`src/rtl/ipr_pkg.sv`:
```
// Package: index map, access kinds and per-index write masks of the
// privileged control register file. Assumes a 5-bit index space.
package ipr_pkg;
    localparam int DATA_W = 64;
    localparam int IDX_W  = 5;
    localparam int NREG   = 1 << IDX_W;

    localparam logic [IDX_W-1:0] IX_CPUSLOT  = 5'd7;
    localparam logic [IDX_W-1:0] IX_HBASE    = 5'd8;
    localparam logic [IDX_W-1:0] IX_MISC     = 5'd9;
    localparam logic [IDX_W-1:0] IX_EXC_RET  = 5'd10;
    localparam logic [IDX_W-1:0] IX_PRIO     = 5'd13;
    localparam logic [IDX_W-1:0] IX_EXC_SUM  = 5'd22;
    localparam logic [IDX_W-1:0] IX_CYC      = 5'd24;
    localparam logic [IDX_W-1:0] IX_INTID    = 5'd25;

    typedef enum logic [1:0] {K_PLAIN, K_RO, K_WO, K_NONE} kind_e;

    // Access kind of an index.
    function automatic kind_e kind_of(input logic [IDX_W-1:0] ix);
        if (ix <= 5'd24)                    return K_PLAIN;
        else if (ix == 5'd25 || ix == 5'd26) return K_RO;
        else if (ix == 5'd27 || ix == 5'd28) return K_WO;
        else                                 return K_NONE;
    endfunction

    // Bits a write keeps; zero mask means clear-on-write.
    function automatic logic [DATA_W-1:0] mask_of(input logic [IDX_W-1:0] ix);
        case (ix)
            5'd10:        return ~64'h2;
            5'd11, 5'd12: return 64'hf;
            5'd13:        return 64'h1f;
            5'd14, 5'd15: return 64'h18;
            5'd16:        return 64'h7fff0;
            5'd17:        return 64'hff_ffff_0300;
            5'd18:        return 64'hffff_ffff_c000_0000;
            5'd19:        return 64'h1ffb;
            5'd20, 5'd21: return 64'h3f;
            5'd22, 5'd23: return 64'h0;
            default:      return {DATA_W{1'b1}};
        endcase
    endfunction
endpackage

```
`src/rtl/ipr_decode.sv`:
```
// Access decoder: classifies the read and write indices, shapes the write
// data with the per-index mask and flags illegal accesses.
// Assumes the read and write ports are independent in a cycle.
module ipr_decode
    import ipr_pkg::*;
(
    input  logic              rd_en,
    input  logic [IDX_W-1:0]  rd_idx,
    input  logic              wr_en,
    input  logic              spec,
    input  logic [IDX_W-1:0]  wr_idx,
    input  logic [DATA_W-1:0] wr_data,
    output logic              wr_fire,
    output logic [DATA_W-1:0] wr_val,
    output logic              rd_ok,
    output logic              bad_access
);
    kind_e rk, wk;

    // Classify both ports and build write enable and masked data.
    always_comb begin
        rk         = kind_of(rd_idx);
        wk         = kind_of(wr_idx);
        rd_ok      = (rk == K_PLAIN) || (rk == K_RO);
        wr_fire    = wr_en && !spec && ((wk == K_PLAIN) || (wk == K_WO));
        wr_val     = wr_data & mask_of(wr_idx);
        bad_access = (rd_en && !rd_ok)
                   || (wr_en && !spec && ((wk == K_RO) || (wk == K_NONE)));
    end
endmodule

```
`src/rtl/ipr_store.sv`:
```
// Register storage: one 64-bit register per index with its reset value.
// Assumes the write data is already masked and the enable already legal.
module ipr_store
    import ipr_pkg::*;
#(
    parameter int              ID_W      = 8,
    parameter logic [DATA_W-1:0] HBASE_RST = 64'h0000_0000_0001_0000
) (
    input  logic              clk,
    input  logic              rst_n,
    input  logic [ID_W-1:0]   cpu_id,
    input  logic              we,
    input  logic [IDX_W-1:0]  widx,
    input  logic [DATA_W-1:0] wdata,
    output logic [DATA_W-1:0] regs_q [NREG]
);
    logic [DATA_W-1:0] init_v [NREG];

    // Reset value of each slot.
    for (genvar g = 0; g < NREG; g++) begin : g_init
        if (g == int'(IX_HBASE)) begin : g_hb
            assign init_v[g] = HBASE_RST;
        end else if (g == int'(IX_MISC)) begin : g_misc
            assign init_v[g] = 64'd6;
        end else if (g == int'(IX_CPUSLOT)) begin : g_id
            assign init_v[g] = DATA_W'(cpu_id);
        end else begin : g_zero
            assign init_v[g] = '0;
        end
    end

    // Load reset values or store the addressed write.
    always_ff @(posedge clk) begin
        for (int i = 0; i < NREG; i++) begin
            if (!rst_n)
                regs_q[i] <= init_v[i];
            else if (we && widx == IDX_W'(i))
                regs_q[i] <= wdata;
        end
    end

    a_r3_exc_ret_bit1: assert property (@(posedge clk) disable iff (!rst_n)
        regs_q[IX_EXC_RET][1] == 1'b0);
    a_r4_prio_width: assert property (@(posedge clk) disable iff (!rst_n)
        regs_q[IX_PRIO][DATA_W-1:5] == '0);
endmodule

```
`src/rtl/ipr_readmux.sv`:
```
// Read path: selects the addressed register and joins the live low half
// of the cycle count for the cycle index. Illegal reads return zero.
module ipr_readmux
    import ipr_pkg::*;
(
    input  logic              rd_en,
    input  logic              rd_ok,
    input  logic [IDX_W-1:0]  rd_idx,
    input  logic [DATA_W-1:0] cyc_cnt,
    input  logic [DATA_W-1:0] regs_q [NREG],
    output logic [DATA_W-1:0] rd_data
);
    localparam int HALF = DATA_W / 2;

    // Select and merge read data.
    always_comb begin
        rd_data = '0;
        if (rd_en && rd_ok) begin
            if (rd_idx == IX_CYC)
                rd_data = {regs_q[rd_idx][DATA_W-1:HALF], cyc_cnt[HALF-1:0]};
            else
                rd_data = regs_q[rd_idx];
        end
    end
endmodule

```
`src/rtl/ipr_file.sv`:
```
// Top: privileged control register file with per-index write rules,
// suppressed writes under speculation and a registered error pulse.
// Assumes a synchronous active-low reset.
module ipr_file
    import ipr_pkg::*;
#(
    parameter int                ID_W      = 8,
    parameter logic [DATA_W-1:0] HBASE_RST = 64'h0000_0000_0001_0000
) (
    input  logic              clk,
    input  logic              rst_n,
    input  logic [ID_W-1:0]   cpu_id,
    input  logic [DATA_W-1:0] cyc_cnt,
    input  logic              spec,
    input  logic              rd_en,
    input  logic [IDX_W-1:0]  rd_idx,
    output logic [DATA_W-1:0] rd_data,
    input  logic              wr_en,
    input  logic [IDX_W-1:0]  wr_idx,
    input  logic [DATA_W-1:0] wr_data,
    output logic              err
);
    logic              wr_fire, rd_ok, bad_access;
    logic [DATA_W-1:0] wr_val;
    logic [DATA_W-1:0] regs_q [NREG];

    ipr_decode u_dec (
        .rd_en(rd_en), .rd_idx(rd_idx), .wr_en(wr_en), .spec(spec),
        .wr_idx(wr_idx), .wr_data(wr_data), .wr_fire(wr_fire),
        .wr_val(wr_val), .rd_ok(rd_ok), .bad_access(bad_access)
    );

    ipr_store #(.ID_W(ID_W), .HBASE_RST(HBASE_RST)) u_store (
        .clk(clk), .rst_n(rst_n), .cpu_id(cpu_id), .we(wr_fire),
        .widx(wr_idx), .wdata(wr_val), .regs_q(regs_q)
    );

    ipr_readmux u_rd (
        .rd_en(rd_en), .rd_ok(rd_ok), .rd_idx(rd_idx), .cyc_cnt(cyc_cnt),
        .regs_q(regs_q), .rd_data(rd_data)
    );

    // Register the illegal-access flag into a one-cycle pulse.
    always_ff @(posedge clk) begin
        if (!rst_n) err <= 1'b0;
        else        err <= bad_access;
    end

    a_r6_clear_on_write: assert property (@(posedge clk) disable iff (!rst_n)
        (wr_en && !spec && wr_idx == IX_EXC_SUM) |=> regs_q[IX_EXC_SUM] == '0);
    a_r7_cycle_low: assert property (@(posedge clk) disable iff (!rst_n)
        (rd_en && rd_idx == IX_CYC) |-> rd_data[31:0] == cyc_cnt[31:0]);
    a_r8_ro_hold: assert property (@(posedge clk) disable iff (!rst_n)
        (wr_en && wr_idx == IX_INTID) |=> $stable(regs_q[IX_INTID]));
    a_r9_wo_read_zero: assert property (@(posedge clk) disable iff (!rst_n)
        (rd_en && kind_of(rd_idx) == K_WO) |-> rd_data == '0);
    a_r11_spec_hold: assert property (@(posedge clk) disable iff (!rst_n)
        (wr_en && spec && wr_idx == IX_HBASE) |=> $stable(regs_q[IX_HBASE]));
endmodule

```
`config.mk`:
```
export PLATFORM = sky130hd
export DESIGN_NAME = ipr_file
export DESIGN_NICKNAME = d
export VERILOG_FILES = /design/src/rtl/ipr_pkg.sv /design/src/rtl/ipr_decode.sv /design/src/rtl/ipr_store.sv /design/src/rtl/ipr_readmux.sv /design/src/rtl/ipr_file.sv
export SDC_FILE = /design/constraint.sdc
export NUM_CORES = 2
export LEC_CHECK = 0
export BUFFER_PORTS_ARGS = -buffer_cell sky130_fd_sc_hd__buf_2
export CAP_MARGIN = 0
export CORE_AREA = 5 5 534 536
export DETAILED_ROUTE_END_ITERATION = 6
export DIE_AREA = 0 0 539 541
export HOLD_SLACK_MARGIN = 0.06
export SETUP_SLACK_MARGIN = 0.1
export SKIP_CTS_REPAIR_TIMING = 1
export SLEW_MARGIN = 40
export SYNTH_ARGS = -nofsm -noshare
export SYNTH_HDL_FRONTEND = slang
export SYNTH_SLANG_ARGS = --single-unit
```
`constraint.sdc`:
```
create_clock -name clk -period 2.41 [get_ports clk]
set_clock_uncertainty 0.2 [all_clocks]
set_input_delay 0.482 -clock clk [delete_from_list [all_inputs] [get_ports clk]]
set_output_delay 0.482 -clock clk [all_outputs]
set_load 0.02 [all_outputs]
```
-- Word level (Yosys, flattened, before mapping)
Memory sizes are Yosys's and may differ from the RTL's.
Index checks and enable logic that the tools add are counted.
- add/sub/neg operators: 0
- multipliers: 0
- divide/modulo/power cells: 0
- order comparisons: 3
- equal/unequal tests: 41
- shifts and indexed selects: 0
- mux-type cells: 13
- bitwise gates (word level): 2
- reductions and logical operators: 50
- operators with widths (kind ; number):
    binary-select mux 64 bit (select 5 bit) ; 1
    two-way mux 64 bit ; 3
    == test 5 bit, second input constant ; 21
    AND 64 bit ; 1
    == test 5 x 4 -> 1 bit, second input constant ; 8
    logical AND 1 bit ; 37
    two-way mux 32 bit ; 1
    == test 5 x 3 -> 1 bit, second input constant ; 4
    two-way mux 8 bit ; 2
    == test 5 x 2 -> 1 bit, second input constant ; 2
    less-or-equal comparator 5 bit, second input constant ; 2
    logical OR 1 bit ; 8
    two-way mux 2 bit ; 4
    greater-or-equal comparator 6 bit, second input constant ; 1
    inverter 5 -> 6 bit ; 1
    == test 5 x 1 -> 1 bit, second input constant ; 1
    zero test 5 bit ; 1
    == test 2 x 1 -> 1 bit, second input constant ; 2
    == test 2 bit, second input constant ; 2
    zero test 2 bit ; 2
    zero test 1 bit ; 2
    two-way mux 1 bit ; 2
    != test 2 x 1 -> 1 bit, second input constant ; 1
- register bits: 2049
- bits in latches: 0
- bits in writable memories: 0
- ROM bits: 2048
- input port bits: 151
- output and inout port bits: 65
- logic and storage cells: 144
- memories: 1
- memories (memory ; depth ; bits a word ; read ports ; clocked after memory_dff ; write ports ; line ; text):
    (name not given) ; 32 ; 64 ; 1 ; 0 ; 0 ; ipr_pkg.sv:29 ; case (ix)

-- Longest topological paths before layout
- word-level depth: 11
- gate-level depth with buffers: 10
- depth with buffers taken out: 7

-- Hierarchy
A second synthesis with hierarchy kept.
- cells, all modules: 8465
- area total of the unflattened synthesis: 90823.4 sq um
- modules (own cells, without submodules) (module ; times used ; cells an instance ; area each (sq um) ; seq. area each (sq um)):
    ipr_store ; 1 ; 6899 ; 72913.7 ; 41079.4
    ipr_readmux ; 1 ; 1444 ; 16902.5 ; 0.0
    ipr_decode ; 1 ; 120 ; 980.9 ; 0.0
    ipr_file ; 1 ; 2 ; 26.3 ; 20.0

-- Least setup slack after synthesis
No wires, ideal clock.
- kind: input port to output port
- start point: input rd_idx[0]
- end point: output rd_data[12]
- arrival time: 2322 ps
- slack: -594 ps
- stages on the path: 8
- cells stage by stage: buf_4 -> buf_4 -> nor2b_1 -> buf_1 -> clkbuf_1 -> a221oi_1 -> o221ai_1 -> a311oi_1
- longest elaborated chain between the ends: 9
- elaborated cells between the ends (all ways): 21
- ends and longest elaborated chain (element ; line ; text):
    from (decl) ; ipr_file.sv:16 ; input logic [IDX_W-1:0] rd_idx,
    == test 5 bit ; ipr_pkg.sv:23 ; else if (ix == 5'd27 || ix == 5'd28) return K_WO;
    logical OR 1 bit ; ipr_pkg.sv:23 ;
    two-way mux 1 bit ; ipr_pkg.sv:23 ;
    two-way mux 2 bit ; ipr_pkg.sv:22 ; else if (ix == 5'd25 || ix == 5'd26) return K_RO;
    two-way mux 2 bit ; ipr_pkg.sv:21 ; if (ix <= 5'd24) return K_PLAIN;
    == test 2 x 1 -> 1 bit or zero test 2 bit (tied branches) ; ipr_decode.sv:24 ; rd_ok = (rk == K_PLAIN) || (rk == K_RO);
    logical OR 1 bit ; ipr_decode.sv:24 ;
    logical AND 1 bit ; ipr_readmux.sv:18 ; if (rd_en && rd_ok) begin
    two-way mux 64 bit * ; ipr_readmux.sv:18 ;
    to (decl) ; ipr_file.sv:17 ; output logic [DATA_W-1:0] rd_data,
Every way passes the cells marked *; elsewhere a longest branch is shown, timed or not. The select of a mux whose other input is x is not followed.

-- Worst setup path after layout
- start point: input rd_idx[0]
- end point: output rd_data[6]
Same word-level chain as after synthesis.

==> metrics.txt <==
# TYPE chip_impl_metric gauge
chip_impl_metric{name="cts_buffer_depth",unit=""} 3
chip_impl_info{name="crit_type",value="input port to output port"} 1
chip_impl_metric{name="ys_ff_latch",unit=""} 1960
chip_impl_info{name="unrepaired_setup_endpoints_after_global_routing",value="true"} 1
chip_impl_metric{name="synth_seq_area_share",unit=""} 0.4702
chip_impl_metric{name="wl_per_cell",unit="µm"} 24.45
chip_impl_metric{name="period_share",unit=""} 1.382
chip_impl_metric{name="post_synth_instance_area",unit="mm²"} 0.08362
chip_impl_metric{name="synth_edf_count",unit=""} 8
chip_impl_metric{name="max_slew_vio_count",unit=""} 0
chip_impl_metric{name="grt_overflow",unit=""} 0
chip_impl_metric{name="floorplan_die_area",unit="mm²"} 0.2916
chip_impl_metric{name="drc",unit=""} 0
chip_impl_metric{name="core-area",unit="mm²"} 0.2803
chip_impl_metric{name="drt_pass1_iterations",unit=""} 6
chip_impl_metric{name="synthArstFlopShare",unit=""} 0
chip_impl_metric{name="place_congestion",unit=""} 0.8596
chip_impl_metric{name="synth_nets",unit=""} 8981
chip_impl_metric{name="via_count",unit=""} 69201
chip_impl_metric{name="grt_usage",unit=""} 0.2063
chip_impl_metric{name="setup_tns",unit="ns"} -63.22
chip_impl_info{name="min_path_type",value="input port to flop"} 1
chip_impl_info{name="busiest_layer",value="met2"} 1
chip_impl_metric{name="final_cell_area",unit="mm²"} 0.1059
chip_impl_metric{name="static-leakage-power",unit="nW"} 37.80
chip_impl_metric{name="vias_per_cell",unit=""} 5.299
chip_impl_info{name="cp-startpoint",value="rd_idx[0]"} 1
chip_impl_info{name="worst_setup_path_endpoint",value="rd_data[6]"} 1
chip_impl_metric{name="yosysWarningCount",unit=""} 0
chip_impl_info{name="ys.flop_type",value="sky130_fd_sc_hd__dfxtp_1"} 1
chip_impl_metric{name="route.antenna.remaining_nets",unit=""} 0
chip_impl_metric{name="io_buffer_count",unit=""} 183
chip_impl_metric{name="hold_viol",unit=""} 0
chip_impl_info{name="violations",value="negative setup slack"} 1
chip_impl_info{name="most_common_cell_after_layout_fill_and_taps_aside",value="sky130_fd_sc_hd__nand2_1"} 1
chip_impl_metric{name="r2r_setup_slack",unit="ns"} 1.48
chip_impl_metric{name="timing.final.ws_setup",unit="ns"} -0.9196
chip_impl_info{name="status",value="finished with violations"} 1
chip_impl_metric{name="clkTransAtPathRegs",unit="ns"} 0.06
chip_impl_metric{name="tritoncts_num_sinks",unit=""} 1960
chip_impl_metric{name="htree_num_levels",unit=""} 4
chip_impl_metric{name="layout-drive-gt1-share",unit=""} 0.2290
chip_impl_metric{name="cp_data_arrival_time",unit="ns"} 2.65
chip_impl_info{name="clockRootBuffer",value="sky130_fd_sc_hd__clkbuf_16"} 1
chip_impl_metric{name="slew_headroom",unit=""} 0.1530
chip_impl_metric{name="use_met2",unit=""} 0.3362
chip_impl_metric{name="vertical_die_dimension",unit="µm"} 541
chip_impl_metric{name="clock_insertion_delay_worst_skew",unit="ns"} 0.87
chip_impl_metric{name="place_area",unit="mm²"} 0.09567
chip_impl_metric{name="count_of_cell_types_in_the_netlist",unit=""} 55
chip_impl_metric{name="rows",unit=""} 195
chip_impl_metric{name="initial_util",unit=""} 0.2983
chip_impl_info{name="startpoint_type",value="input port"} 1
chip_impl_info{name="worst_r2r_endpoint",value="u_store.regs_q[129]"} 1
chip_impl_metric{name="worst_ir_drop_vdd",unit="mV"} 0.6886
chip_impl_metric{name="chipWidth",unit="µm"} 539
chip_impl_info{name="clock_tree_from_tritoncts",value="built"} 1
chip_impl_metric{name="drt_iter0_drc",unit=""} 6950
chip_impl_metric{name="antenna_found_initial",unit=""} 30
chip_impl_metric{name="grtUsageMet1",unit=""} 0.2629
chip_impl_metric{name="path_max_fanout",unit=""} 8
chip_impl_metric{name="regArea",unit="mm²"} 0.03939
chip_impl_metric{name="syn_avg_cell_area",unit="µm²"} 9.474
chip_impl_metric{name="fill_cells",unit=""} 26981
chip_impl_metric{name="global_route_wire_length_before_repair",unit="mm"} 457.6
chip_impl_metric{name="r2r.worst_path.cells",unit=""} 3
chip_impl_metric{name="multi_input_comb_area",unit="mm²"} 0.04245
chip_impl_info{name="cp-end-kind",value="output port"} 1
chip_impl_metric{name="finalHoldWorstSlack",unit="ns"} 0.06529
chip_impl_metric{name="worst_pin_slew",unit="ns"} 1.266
chip_impl_metric{name="syn_to_final_growth",unit="%"} 26.68
chip_impl_metric{name="detailedPlacementHpwl",unit="mm"} 207.7
chip_impl_metric{name="num-nets-final",unit=""} 9306
chip_impl_metric{name="period_needed",unit="ns"} 3.330
chip_impl_metric{name="routed_wire_length",unit="mm"} 319.4
chip_impl_metric{name="num_io_pins",unit=""} 216
chip_impl_metric{name="power_density",unit="mW/mm²"} 679.3
chip_impl_info{name="rr_startpoint",value="u_store.regs_q[129]"} 1
chip_impl_metric{name="postSynthCellCount",unit=""} 8826
chip_impl_metric{name="drv_cap",unit=""} 0
chip_impl_metric{name="gr-usage-met3",unit=""} 0.03775
chip_impl_metric{name="via_count_of_the_first_global_routing_pass",unit=""} 67716
chip_impl_metric{name="timing.fmax",unit="MHz"} 300.3
chip_impl_metric{name="cts-buffers-inserted",unit=""} 201
chip_impl_info{name="layout_common_cells",value="sky130_fd_sc_hd__nand2_1, sky130_fd_sc_hd__dfxtp_1, sky130_fd_sc_hd__a21boi_0"} 1
chip_impl_metric{name="final_report_setup_violation_count",unit=""} 292
chip_impl_metric{name="required",unit="ns"} 1.73
chip_impl_metric{name="grt_max_degree",unit=""} 148
[power by group]
group	internal [mW]	switching (mW)
logic	2.64	3.67
registers	32.5	0.0351
clock network	19.3	13.8
total	54.4	17.5
[cell usage after synthesis, drive strengths merged (6+ instances only)]
cell type	number	area [µm²]
a211oi	23	172.7
o221ai	35	306.5
o22a	24	210.2
mux2i	164	1642
and3	200	1251
mux2	49	551.8
a32o	6	60.06
nor2b	68	445.4
and2	462	2890
clkbuf	528	2001
a221oi	88	770.7
o211ai	26	195.2
a21boi	1151	8641
o22ai	17	106.4
mux4	437	9842
a311oi	17	148.9
buf	399	2151
inv	14	52.55
nand2b	32	200.2
a21oi	6	30.03
nand3	238	1191
dfxtp	1952	39080
edfxtp	8	240.2
nor2	15	56.30
a31oi	7	43.79
o21ai	330	1652
nand2	2496	9371
[worst min-delay path by stage]
| stage | startpoint | endpoint | depth (start not counted) |
|---|---|---|---|
| 6_report | rst_n | u_store.regs_q[1787] | 3 |
| 5_1_grt | rst_n | u_store.regs_q[1723] | 3 |
| 4_1_cts | cpu_id[4] | u_store.regs_q[1540] | 3 |
| 3_5_place_dp | u_store.regs_q[1237] | u_store.regs_q[1237] | 1 |
| 3_3_place_gp | u_store.regs_q[1078] | u_store.regs_q[1078] | 1 |
| 2_1_floorplan | u_store.regs_q[1094] | u_store.regs_q[1094] | 1 |
[state kept, by name, summed over array words and instances, names as in the netlist]
register,flops
err,1
u_store.regs_q,1959
[routing by layer]
layer	vias to the layer above	wire length, µm
met2	3092	148100
met5	-	44
met3	699	26150
met4	6	17170
li1	30739	-
met1	34665	127900
[cell type report]
type,count,share of cell area
inverters,14,0.0004961
clock inverters,77,0.01158
flip-flops and latches,1960,0.3719
clock buffers,281,0.05449
diodes,10,0.0002362
repair buffers,1049,0.1164
well taps,3743,0.04421
multi-input cells,5925,0.4007
[stage by stage]
stage                 util  worst slack, ns  cells  total power, mW
CTS                 0.3662           -1.306  12898            71.69
detailed placement  0.3413           -1.095  12540            38.87
global placement    0.3412           -1.079  12540            38.83
finish              0.3779          -0.9196  13059            71.96
floorplan                -          -0.3385   8826            36.06
global route        0.3778          -0.9743  13055            73.93
[logic make-up after synthesis]
| logic type | count (synthesis) | share of synthesized area |
|---|---|---|
| buf+inv | 941 | 0.05027 |
| compound gates | 1739 | 0.1484 |
| fa+ha+maj | 4 | 0.0005985 |
| flops | 1960 | 0.4702 |
| mux | 650 | 0.1439 |
| simple gates | 3532 | 0.1866 |
[worst max-delay path, stage by stage]
cell and delay, ns:
sky130_fd_sc_hd__buf_16 0.14, sky130_fd_sc_hd__buf_16 0.16, sky130_fd_sc_hd__buf_12 0.14, sky130_fd_sc_hd__a21oi_4 0.19
sky130_fd_sc_hd__nor2_4 0.06, sky130_fd_sc_hd__nor2b_4 0.25, sky130_fd_sc_hd__buf_12 0.16, sky130_fd_sc_hd__buf_12 0.15
sky130_fd_sc_hd__o221ai_2 0.12, sky130_fd_sc_hd__a311oi_4 0.45, sky130_fd_sc_hd__buf_4 0.20, sky130_fd_sc_hd__buf_6 0.11
Power figures use the tool's default switching activity.
